--- src/rtl/vpic_pkg.sv ---
package vpic_pkg;
  localparam int LVL_W = 3;

  typedef struct packed {
    logic             act_high;
    logic             edge_mode;
    logic [LVL_W-1:0] lvl;
  } src_cfg_t;

  localparam logic [7:0] A_VEC   = 8'h40;
  localparam logic [7:0] A_ENSET = 8'h41;
  localparam logic [7:0] A_ENCLR = 8'h42;
  localparam logic [7:0] A_FSET  = 8'h43;
  localparam logic [7:0] A_FCLR  = 8'h44;
  localparam logic [7:0] A_EOS   = 8'h45;
  localparam logic [7:0] A_ROUTE = 8'h46;
  localparam logic [7:0] A_CTRL  = 8'h47;

  // A candidate may request only above the level now in service.
  function automatic logic lvl_above(logic has_top, logic [LVL_W-1:0] cand,
                                     logic [LVL_W-1:0] top);
    return !has_top || (cand > top);
  endfunction

  // Active level of a raw input under the chosen polarity.
  function automatic logic lvl_on(logic raw, logic act_high);
    return act_high ? raw : !raw;
  endfunction
endpackage

--- src/rtl/vpic_src_cond.sv ---
module vpic_src_cond (
  input  logic clk_i,
  input  logic rst_ni,
  input  logic raw_i,
  input  logic edge_mode_i,
  input  logic act_high_i,
  input  logic set_i,
  input  logic clr_i,
  output logic pend_o
);
  import vpic_pkg::*;

  logic prev_q, lat_q, edge_hit;

  assign edge_hit = edge_mode_i &&
                    (act_high_i ? (raw_i && !prev_q) : (!raw_i && prev_q));

  always_ff @(posedge clk_i or negedge rst_ni) begin
    if (!rst_ni) begin
      prev_q <= 1'b0;
      lat_q  <= 1'b0;
    end else begin
      prev_q <= raw_i;
      if (clr_i)                lat_q <= 1'b0;
      else if (edge_hit || set_i) lat_q <= 1'b1;
    end
  end

  assign pend_o = lat_q || (!edge_mode_i && lvl_on(raw_i, act_high_i));
endmodule

--- src/rtl/vpic_arbiter.sv ---
module vpic_arbiter #(
  parameter int NSRC = 32,
  localparam int IDXW = $clog2(NSRC)
) (
  input  logic [NSRC-1:0]                      cand_i,
  input  logic [NSRC-1:0][vpic_pkg::LVL_W-1:0] lvl_i,
  output logic                                 valid_o,
  output logic [IDXW-1:0]                      idx_o,
  output logic [vpic_pkg::LVL_W-1:0]           lvl_o
);
  // Ascending scan with strict compare: equal levels keep the lower index.
  always_comb begin
    valid_o = 1'b0;
    idx_o   = '0;
    lvl_o   = '0;
    for (int i = 0; i < NSRC; i++) begin
      if (cand_i[i] && (!valid_o || lvl_i[i] > lvl_o)) begin
        valid_o = 1'b1;
        idx_o   = IDXW'(i);
        lvl_o   = lvl_i[i];
      end
    end
  end
endmodule

--- src/rtl/vpic_lvl_stack.sv ---
module vpic_lvl_stack #(
  parameter int DEPTH = 8,
  localparam int CW = $clog2(DEPTH + 1),
  localparam int PW = $clog2(DEPTH)
) (
  input  logic                          clk_i,
  input  logic                          rst_ni,
  input  logic                          push_i,
  input  logic                          pop_i,
  input  logic [vpic_pkg::LVL_W-1:0]    lvl_i,
  output logic                          has_top_o,
  output logic [vpic_pkg::LVL_W-1:0]    top_lvl_o,
  output logic [CW-1:0]                 depth_o
);
  logic [vpic_pkg::LVL_W-1:0] stk_q [DEPTH];
  logic [CW-1:0] cnt_q, cnt_m1;
  logic [PW-1:0] wr_ptr, top_ptr;

  assign cnt_m1  = cnt_q - CW'(1);
  assign top_ptr = cnt_m1[PW-1:0];
  assign wr_ptr  = cnt_q[PW-1:0];

  always_ff @(posedge clk_i or negedge rst_ni) begin
    if (!rst_ni) begin
      cnt_q <= '0;
      for (int i = 0; i < DEPTH; i++) stk_q[i] <= '0;
    end else if (push_i && cnt_q < CW'(DEPTH)) begin
      stk_q[wr_ptr] <= lvl_i;
      cnt_q         <= cnt_q + CW'(1);
    end else if (pop_i && cnt_q != '0) begin
      cnt_q <= cnt_m1;
    end
  end

  assign has_top_o = (cnt_q != '0);
  assign top_lvl_o = has_top_o ? stk_q[top_ptr] : '0;
  assign depth_o   = cnt_q;

  p_no_overflow_r7: assert property (@(posedge clk_i) disable iff (!rst_ni)
    push_i |-> cnt_q < CW'(DEPTH));
  p_push_grows_r6: assert property (@(posedge clk_i) disable iff (!rst_ni)
    push_i |=> cnt_q == $past(cnt_q) + CW'(1));
  p_pop_shrinks_r7: assert property (@(posedge clk_i) disable iff (!rst_ni)
    (pop_i && !push_i && cnt_q != '0) |=> cnt_q == $past(cnt_q) - CW'(1));
endmodule

--- src/rtl/vpic_ctrl.sv ---
module vpic_ctrl #(
  parameter int NSRC   = 32,
  parameter int DATA_W = 32,
  parameter int DEPTH  = 8,
  localparam int IDXW  = $clog2(NSRC),
  localparam int CW    = $clog2(DEPTH + 1)
) (
  input  logic              clk_i,
  input  logic              rst_ni,
  input  logic [NSRC-1:0]   src_i,
  input  logic              bus_wr_i,
  input  logic              bus_rd_i,
  input  logic [7:0]        bus_addr_i,
  input  logic [DATA_W-1:0] bus_wdata_i,
  output logic [DATA_W-1:0] bus_rdata_o,
  output logic              fast_req_o,
  output logic              norm_req_o
);
  import vpic_pkg::*;

  src_cfg_t          cfg_q [NSRC];
  logic [DATA_W-1:0] vec_q [NSRC];
  logic [NSRC-1:0]   en_q, route_q;
  logic              prot_q, gmask_q;

  logic [NSRC-1:0]            pend, active, cand, set_v, clr_v, ack_v;
  logic [NSRC-1:0][LVL_W-1:0] lvls;
  logic                       sel_valid, has_top, norm_raw, fast_raw;
  logic [IDXW-1:0]            sel_idx;
  logic [LVL_W-1:0]           sel_lvl, top_lvl;
  logic [CW-1:0]              stk_depth;
  logic                       vec_rd, ack_evt, eos_evt;

  // Named bus events
  assign vec_rd  = bus_rd_i && bus_addr_i == A_VEC;
  assign ack_evt = vec_rd && !prot_q && norm_raw;
  assign eos_evt = bus_wr_i && bus_addr_i == A_EOS;

  assign set_v = (bus_wr_i && bus_addr_i == A_FSET) ? bus_wdata_i[NSRC-1:0] : '0;
  assign ack_v = ack_evt ? (NSRC'(1) << sel_idx) : '0;
  assign clr_v = ((bus_wr_i && bus_addr_i == A_FCLR) ? bus_wdata_i[NSRC-1:0] : '0) | ack_v;

  for (genvar g = 0; g < NSRC; g++) begin : g_src
    vpic_src_cond u_cond (
      .clk_i       (clk_i),
      .rst_ni      (rst_ni),
      .raw_i       (src_i[g]),
      .edge_mode_i (cfg_q[g].edge_mode),
      .act_high_i  (cfg_q[g].act_high),
      .set_i       (set_v[g]),
      .clr_i       (clr_v[g]),
      .pend_o      (pend[g])
    );
    assign lvls[g] = cfg_q[g].lvl;
  end

  assign active   = pend & en_q;
  assign cand     = active & ~{route_q[NSRC-1:1], 1'b1};
  assign fast_raw = active[0] || |(active[NSRC-1:1] & route_q[NSRC-1:1]);

  vpic_arbiter #(.NSRC(NSRC)) u_arb (
    .cand_i  (cand),
    .lvl_i   (lvls),
    .valid_o (sel_valid),
    .idx_o   (sel_idx),
    .lvl_o   (sel_lvl)
  );

  vpic_lvl_stack #(.DEPTH(DEPTH)) u_stk (
    .clk_i     (clk_i),
    .rst_ni    (rst_ni),
    .push_i    (ack_evt),
    .pop_i     (eos_evt),
    .lvl_i     (sel_lvl),
    .has_top_o (has_top),
    .top_lvl_o (top_lvl),
    .depth_o   (stk_depth)
  );

  assign norm_raw   = sel_valid && lvl_above(has_top, sel_lvl, top_lvl);
  assign norm_req_o = norm_raw && !gmask_q;
  assign fast_req_o = fast_raw && !gmask_q;

  // Register writes
  always_ff @(posedge clk_i or negedge rst_ni) begin
    if (!rst_ni) begin
      en_q    <= '0;
      route_q <= '0;
      prot_q  <= 1'b0;
      gmask_q <= 1'b0;
      for (int i = 0; i < NSRC; i++) begin
        cfg_q[i] <= '{act_high: 1'b1, edge_mode: 1'b0, lvl: '0};
        vec_q[i] <= '0;
      end
    end else if (bus_wr_i) begin
      if (bus_addr_i[7:5] == 3'b000)
        cfg_q[bus_addr_i[IDXW-1:0]] <= src_cfg_t'(bus_wdata_i[LVL_W+1:0]);
      else if (bus_addr_i[7:5] == 3'b001)
        vec_q[bus_addr_i[IDXW-1:0]] <= bus_wdata_i;
      else begin
        case (bus_addr_i)
          A_ENSET: en_q    <= en_q | bus_wdata_i[NSRC-1:0];
          A_ENCLR: en_q    <= en_q & ~bus_wdata_i[NSRC-1:0];
          A_ROUTE: route_q <= bus_wdata_i[NSRC-1:0];
          A_CTRL: begin
            prot_q  <= bus_wdata_i[0];
            gmask_q <= bus_wdata_i[1];
          end
          default: ;
        endcase
      end
    end
  end

  // Register reads
  always_comb begin
    bus_rdata_o = '0;
    case (bus_addr_i)
      A_VEC:   bus_rdata_o = sel_valid ? vec_q[sel_idx] : '0;
      A_ENSET: bus_rdata_o = DATA_W'(en_q);
      A_ROUTE: bus_rdata_o = DATA_W'(route_q);
      A_CTRL:  bus_rdata_o = DATA_W'({gmask_q, prot_q});
      default: ;
    endcase
  end

  p_gmask_quiet_r10: assert property (@(posedge clk_i) disable iff (!rst_ni)
    gmask_q |-> (!fast_req_o && !norm_req_o));
  p_prot_keeps_depth_r8: assert property (@(posedge clk_i) disable iff (!rst_ni)
    (vec_rd && prot_q && !eos_evt) |=> stk_depth == $past(stk_depth));
  p_winner_pending_r4: assert property (@(posedge clk_i) disable iff (!rst_ni)
    sel_valid |-> (pend[sel_idx] && en_q[sel_idx]));
  p_src0_not_normal_r3: assert property (@(posedge clk_i) disable iff (!rst_ni)
    sel_valid |-> sel_idx != '0);
  p_src0_fast_r3: assert property (@(posedge clk_i) disable iff (!rst_ni)
    (pend[0] && en_q[0] && !gmask_q) |-> fast_req_o);
endmodule

--- config.mk ---
export PLATFORM = sky130hd
export DESIGN_NAME = vpic_ctrl
export DESIGN_NICKNAME = d
export VERILOG_FILES = /design/src/rtl/vpic_pkg.sv /design/src/rtl/vpic_src_cond.sv /design/src/rtl/vpic_arbiter.sv /design/src/rtl/vpic_lvl_stack.sv /design/src/rtl/vpic_ctrl.sv
export SDC_FILE = /design/constraint.sdc
export NUM_CORES = 2
export LEC_CHECK = 0
export ABC_AREA = 1
export ABC_CLOCK_PERIOD_IN_PS = 54000
export BUFFER_PORTS_ARGS = -buffer_cell sky130_fd_sc_hd__buf_2
export CAP_MARGIN = 20
export CORE_ASPECT_RATIO = 1.75
export CORE_MARGIN = 5
export CORE_UTILIZATION = 55
export DETAILED_ROUTE_END_ITERATION = 6
export PLACE_DENSITY_LB_ADDON = 0.15
export RECOVER_POWER = 50
export SYNTH_ARGS = -nofsm -noshare
export SYNTH_HDL_FRONTEND = slang
export SYNTH_SLANG_ARGS = --single-unit
--- constraint.sdc ---
create_clock -name clk_i -period 54 [get_ports clk_i]
set_input_delay 2.7 -clock clk_i [delete_from_list [all_inputs] [get_ports clk_i]]
set_output_delay 2.7 -clock clk_i [all_outputs]
set_load 0.02 [all_outputs]
== Yosys cells after proc, flatten, opt, wreduce, memory -nomap -nowiden ==
Cells that the tools add are included.

* Bits in registers: 1342
* Input port bits: 76
* Output and inout bits: 34
* Logic and storage cells: 958

* Add/subtract/negate cells: 2
* Magnitude comparators: 39
* Equality and inequality tests: 9
* Shifts and indexed selects: 1
* Muxes and demuxes: 247
* Bitwise gates (word level): 14
* Reductions and logical operators: 441

{| class="wikitable"
|+ Operators with widths
! cell !! number
|-
| $bwmux 1024 || 1
|-
| $mux 32 || 7
|-
| $logic_and 1x1->1 || 172
|-
| $mux 1 || 161
|-
| $bmux 32 s5 || 1
|-
| $bwmux 160 || 1
|-
| $demux 32 s5 || 1
|-
| $logic_not 1->1 || 130
|-
| $pmux 32 s4 || 1
|-
| $mux 3 || 40
|-
| $logic_or 1x1->1 || 97
|-
| $and 32x32->32 || 3
|-
| $gt 3x3->1 || 32
|-
| $mux 5 || 17
|-
| $reduce_bool 2->1 || 34
|-
| $eq 8x7->1 const B || 8
|-
| $not 32->32 || 2
|-
| $or 32x32->32 || 2
|-
| $pmux 32 s2 || 1
|-
| $mux 4 || 10
|-
| $shl 1x5->32 const A || 1
|-
| $and 31x31->31 || 1
|-
| $reduce_or 31->1 || 1
|-
| $demux 5 s5 || 1
|-
| other kinds (20) || 28
|}

== Depth between registers and ports, before layout ==
* Depth in word-level cells: 138
* Gate-level depth with buffers: 310
* Depth with buffers taken out: 306

== Cells and area by module ==
A second synthesis with hierarchy kept.

* Cell total of the unflattened synthesis: 8694
* Area, all modules: 66328.6 um^2

{| class="wikitable"
|+ Modules (own cells, without submodules)
! module !! instances !! cells an instance !! area an instance (um^2) !! seq. area each (um^2)
|-
| vpic_ctrl || 1 || 7380 || 57321.2 || 31320.0
|-
| vpic_arbiter || 1 || 752 || 4254.1 || 0.0
|-
| vpic_src_cond || 32 || 11 || 100.1 || 50.0
|-
| vpic_lvl_stack || 1 || 210 || 1550.2 || 700.7
|}

== Worst setup path after synthesis ==
OpenSTA, ideal clock, no wires.

* Path type: in2out
* From: input port src_i[1]
* To: output port norm_req_o
* Arrival time: 35.328 ns
* Required time: 51.300 ns
* Path slack: 15.972 ns
* Stages: 289
* Buffers on the path: 3
* Path through: inv_1 > nand2_1 > nand2_1 > nand2_1 > nand2_2 > nand3_2 > nor2_1 > inv_1 > ha_1 > a21oi_1 > o21ai_0 > nand2_1 > nand4_1 > nand2_1 > nand2_1 > and2_1 > ha_1 > nand2_1 > (+253 left out) > ha_1 > a21oi_1 > o21ai_0 > nand2_1 > o21ai_0 > nand2_1 > dlygate4sd3_1 > buf_4 > nand2_1 > o21ai_1 > inv_1 > ha_1 > nand2_1 > o21ai_0 > nand2_1 > nand2_1 > nand2_2 > nor2_1

* Word-level cells in the longest chain between the ends: 132
* Elaborated cells between the ends (all ways): 193
* Those cells by class: 31 x order compare; 63 x mux; 2 x bitwise; 97 x reduce/logical

{| class="wikitable"
|+ Ends and longest elaborated chain
! element !! line !! source
|-
| from (decl) || vpic_ctrl.sv:10 || <nowiki>input logic [NSRC-1:0] src_i,</nowiki>
|-
| $logic_not 1->1 || vpic_pkg.sv:27 || <nowiki>return act_high ? raw : !raw;</nowiki>
|-
| $mux 1 * || vpic_pkg.sv:27 ||
|-
| $logic_and 1x1->1 * || vpic_src_cond.sv:29 || <nowiki>assign pend_o = lat_q || (!edge_mode_i && lvl_on(raw_i, act_high_i));</nowiki>
|-
| $logic_or 1x1->1 * || vpic_src_cond.sv:29 ||
|-
| $and 32x32->32 * || vpic_ctrl.sv:57 || <nowiki>assign active = pend & en_q;</nowiki>
|-
| $and 32x32->32 * || vpic_ctrl.sv:58 || <nowiki>assign cand = active & ~{route_q[NSRC-1:1], 1'b1};</nowiki>
|-
| $logic_and 1x1->1 * || vpic_arbiter.sv:17 || <nowiki>if (cand_i[i] && (!valid_o || lvl_i[i] > lvl_o)) begin</nowiki>
|-
| $mux 3 or $mux 1 (tied branches) || vpic_arbiter.sv:17 ||
|-
| (+117 left out) || - ||
|-
| $logic_or 1x1->1 || vpic_arbiter.sv:17 ||
|-
| $logic_and 1x1->1 || vpic_arbiter.sv:17 ||
|-
| $mux 3 * || vpic_arbiter.sv:17 ||
|-
| named net sel_lvl[2] || vpic_ctrl.sv:30 || <nowiki>logic [LVL_W-1:0] sel_lvl, top_lvl;</nowiki>
|-
| $gt 3x3->1 * || vpic_pkg.sv:22 || <nowiki>return !has_top || (cand > top);</nowiki>
|-
| $logic_or 1x1->1 * || vpic_pkg.sv:22 ||
|-
| $logic_and 1x1->1 * || vpic_ctrl.sv:80 || <nowiki>assign norm_raw = sel_valid && lvl_above(has_top, sel_lvl, top_lvl);</nowiki>
|-
| $logic_and 1x1->1 * || vpic_ctrl.sv:81 || <nowiki>assign norm_req_o = norm_raw && !gmask_q;</nowiki>
|-
| to (decl) || vpic_ctrl.sv:17 || <nowiki>output logic norm_req_o</nowiki>
|}

Mark *: on every way through the listed nets, which the timed path passes. The rest lies on a longest branch.

== Worst setup path in the final report ==
* From: input port src_i[1]
* To: output port bus_rdata_o[15]

* Word-level cells in the longest chain between the ends: 134
* Elaborated cells between the ends (all ways): 225
* Those cells by class: 30 x order compare; 98 x mux; 3 x bitwise; 94 x reduce/logical

{| class="wikitable"
|+ Ends and longest elaborated chain
! element !! line !! source
|-
| $logic_not 1->1 || vpic_pkg.sv:27 ||
|-
| $mux 1 * || vpic_pkg.sv:27 ||
|-
| $logic_and 1x1->1 * || vpic_src_cond.sv:29 ||
|-
| $logic_or 1x1->1 * || vpic_src_cond.sv:29 ||
|-
| $and 32x32->32 * || vpic_ctrl.sv:57 ||
|-
| $and 32x32->32 * || vpic_ctrl.sv:58 ||
|-
| $logic_and 1x1->1 * || vpic_arbiter.sv:17 ||
|-
| $mux 3 or $mux 1 (tied branches) || vpic_arbiter.sv:17 ||
|-
| (+117 left out) || - ||
|-
| $logic_or 1x1->1 || vpic_arbiter.sv:17 ||
|-
| $logic_and 1x1->1 || vpic_arbiter.sv:17 ||
|-
| $mux 5 || vpic_arbiter.sv:17 ||
|-
| $not 5->6 (not written as such) || vpic_ctrl.sv:119 || <nowiki>A_VEC: bus_rdata_o = sel_valid ? vec_q[sel_idx] : '0;</nowiki>
|-
| $bmux 32 s5 || vpic_ctrl.sv:119 ||
|-
| $mux 32 (not written as such) (2 in series) || vpic_ctrl.sv:119 ||
|-
| $mux 32 * || vpic_ctrl.sv:119 ||
|-
| $pmux 32 s4 * || vpic_ctrl.sv:118 || <nowiki>case (bus_addr_i)</nowiki>
|-
| to (decl) || vpic_ctrl.sv:15 || <nowiki>output logic [DATA_W-1:0] bus_rdata_o,</nowiki>
|}

Every way passes the cells marked *; elsewhere a longest branch is shown, timed or not. The select of a mux whose other input is x is not followed.

==> out/qor.yml <==
setup_viol: 0
endpoint_kind: "output pin"
failed_checks: "capacitance limit, slew limit"
grt_start_max_net_pins: 173
maxSlewHeadroom_pct: -499
arrival_ns: 43.69
max_stage_delay_ns: 0.89
yosysTopAreaCellShare_pct: 48.5
dieArea_sq_um: 130000
report.final.slew_viol_count: 2631
io_pins: 110
status: "finished, violations left"
gp_congestion: 0.935
drt_iter0_drc: 6055
crit_path_top_delay_cell: "inv_4"
io_buffer_count: 109
worst_slew_pin_slew_ns: 8.98
die_h_um: 473
clock.fmax_mhz: 21.6
async_reset_ff_share_pct: 100
syn_area_sq_um: 67500
syn_area_per_cell_sq_um: 7.71
cts_setup_buffers: 0
hold_class: "reg -> reg"
synthToLayoutAreaGrowth_pct: 7.72
fin_util_pct: 59.4
ys_seq_area_share_pct: 49.7
synth_cells: 8745
grt_pass1_vias: 56916
cts_sinks: 1339
multi_input_area_sq_um: 28800
path_common_cell: "o21ai_0"
yosysWarnings: 0
hold_viol: 0
fin_setup_tns_ns: 0
preCtsSetupSlack_ns: 8.04
drv_cap: 41
overflow: 0
hold_slack_ns: 0.477
path_clk_slew_ns: 0.06
ant_nets: 0
cts_buffers: 132
seq_area_sq_um: 33500
hpwl_um: 133000
htree_levels: 4
grt_first_pass_wirelength_um: 336000
r2r-start: "cfg_q[154]$_DFFE_PN1P_"
fin_crit_ns: 46.39
vias: 59179
rsz0062_at_grt: "false"
finalWirelength_um: 219000
period_share_pct: 85.9
hold_buffers: 0
cts_tree: "yes"
synth_ff_type: "dfrtp_1"
drt_pre_antenna_iters: 6
die_x_um: 275
clk_latency_ns: 0.77
cts_repair_resize_count: 0
drc_errors: 0
wl_per_cell_um: 21.3
critPathMaxFanout: 72
cts_root_buf: "clkbuf_16"
fill_cells: 11208
ys_seq_elements: 1339
antenna_found_initial: 7
crit_path_start: "src_i[1]"
num_rows: 170
skew_ns: 0.0157
worst_setup_path_start_kind: "primary input"
synth_cell_types: 66
grt_usage_pct: 33.4
initial_core_util_pct: 55.2
core_region_area_sq_um: 122000
worstSetupPathType: "in -> out"
hp-start: "vec_q[823]$_DFFE_PN0P_"
required_ns: 51.30
synth.largest_area_cell: "dfrtp_1"
syn_nets: 8893
clockBufferDepth: 3
netlist_top_cells_area: "dfrtp_1 (48%), nand2_1 (15%), o21ai_0 (11%), nor2_1 (4.7%), inv_1 (3.3%)"
layout-drive-gt1-share_pct: 7.46
worst_slack_ns: 7.61
synth_edf_count: 0
fin_nets: 8687
viasPerCell: 5.76
## sequential cells by signal, summed over array words and instances (netlist names), named ones only
signal and count:
g_src.u_cond.lat_q 32, cfg_q 157, route_q 32, gmask_q 1, u_stk.depth_o 4, vec_q 1024, prot_q 1, u_stk.stk_q 24
g_src.u_cond.prev_q 32
## logic make-up after synthesis
logic type	synth area share, %
simple gates	26.8
buf+inv	7.75
fa+ha+maj	1.34
flops	49.7
xor+xnor	0.0519
compound gates	14.1
mux	0.223
## stage by stage
stage	cell area [sq um]	std cells
6_report	72700	10277
5_1_grt	72700	10276
4_1_cts	72700	10267
2_1_floorplan	67500	8745
3_5_place_dp	68300	10031
3_3_place_gp	68300	10029
## worst max-delay path: cells and delay by family
family / cells / cell delay, ns
adders and majority gates: 30 / 9.28
AOI/OAI and AO/OA: 79 / 13.94
and+or+nand+nor: 134 / 12.95
buffers and inverters: 38 / 4.60
## synth_stat cells, types with 8 or more instances
cell type         n
ha_1             72
nor3_1           87
o221ai_1         12
nand2_1        2661
a221oi_1          8
o21ai_1          82
mux2i_1          15
buf_2            91
dfrtp_1        1307
nand3_1         347
nor2_2           26
buf_6            13
nand2_4          29
nand3_2          24
inv_1           597
buf_1             8
nor2_1          850
dlygate4sd3_1     8
nand4_1          45
a21oi_1          94
clkbuf_1        380
nand2_2          62
nand3b_1        141
o21a_1           21
inv_2            23
a22oi_1          14
buf_4            40
dfstp_2          32
o221ai_2         10
o21bai_1         13
o21ai_0        1534
buf_8            20
## cell type report
type | instances | area share (%)
multi-input cells | 6209 | 39.7
diodes | 2 | 0.00689
clock inverters | 44 | 0.737
repair buffers | 233 | 1.98
well taps | 1634 | 2.81
flip-flops and latches | 1339 | 46.2
clock buffers | 192 | 5.37
inverters | 624 | 3.24
## final timing paths
kind	end	slack [ns]	cells after the start
max in group asynchronous	vec_q[324]$_DFFE_PN0P_	39.93	5
worst max-delay path	bus_rdata_o[15]	7.61	281
worst min-delay path	vec_q[823]$_DFFE_PN0P_	0.48	2
min in group asynchronous	u_stk.stk_q[8]$_DFFE_PN0P_	5.27	1
worst max register to register	g_src[3].u_cond.lat_q$_DFFE_PN0P_	13.01	273
worst min register to register	vec_q[823]$_DFFE_PN0P_	0.48	2
## routing by layer
layer / track usage (%) / vias up / wire length, um
li1: - / 27611 / -
met1: 42.2 / 28535 / 85200
met2: 55.7 / 2429 / 104000
met3: 4.78 / 600 / 15700
met4: 17.9 / 4 / 14100
met5: 0 / - / 27
## cells in the final DEF, fill, tap and decap left out, drive strengths merged, types with 32 or more instances in the layout
cell type / instances
ha: 72
dfrtp: 1307
nand4: 47
dfstp: 32
nand2: 2753
buf: 155
inv: 624
clkbuf: 270
nor2: 882
a21oi: 95
nand3b: 142
nand3: 371
o21ai: 1618
nor3: 90
Power is not shown: default switching activity piles up to over one toggle a cycle in this logic, so the estimate is an artifact.
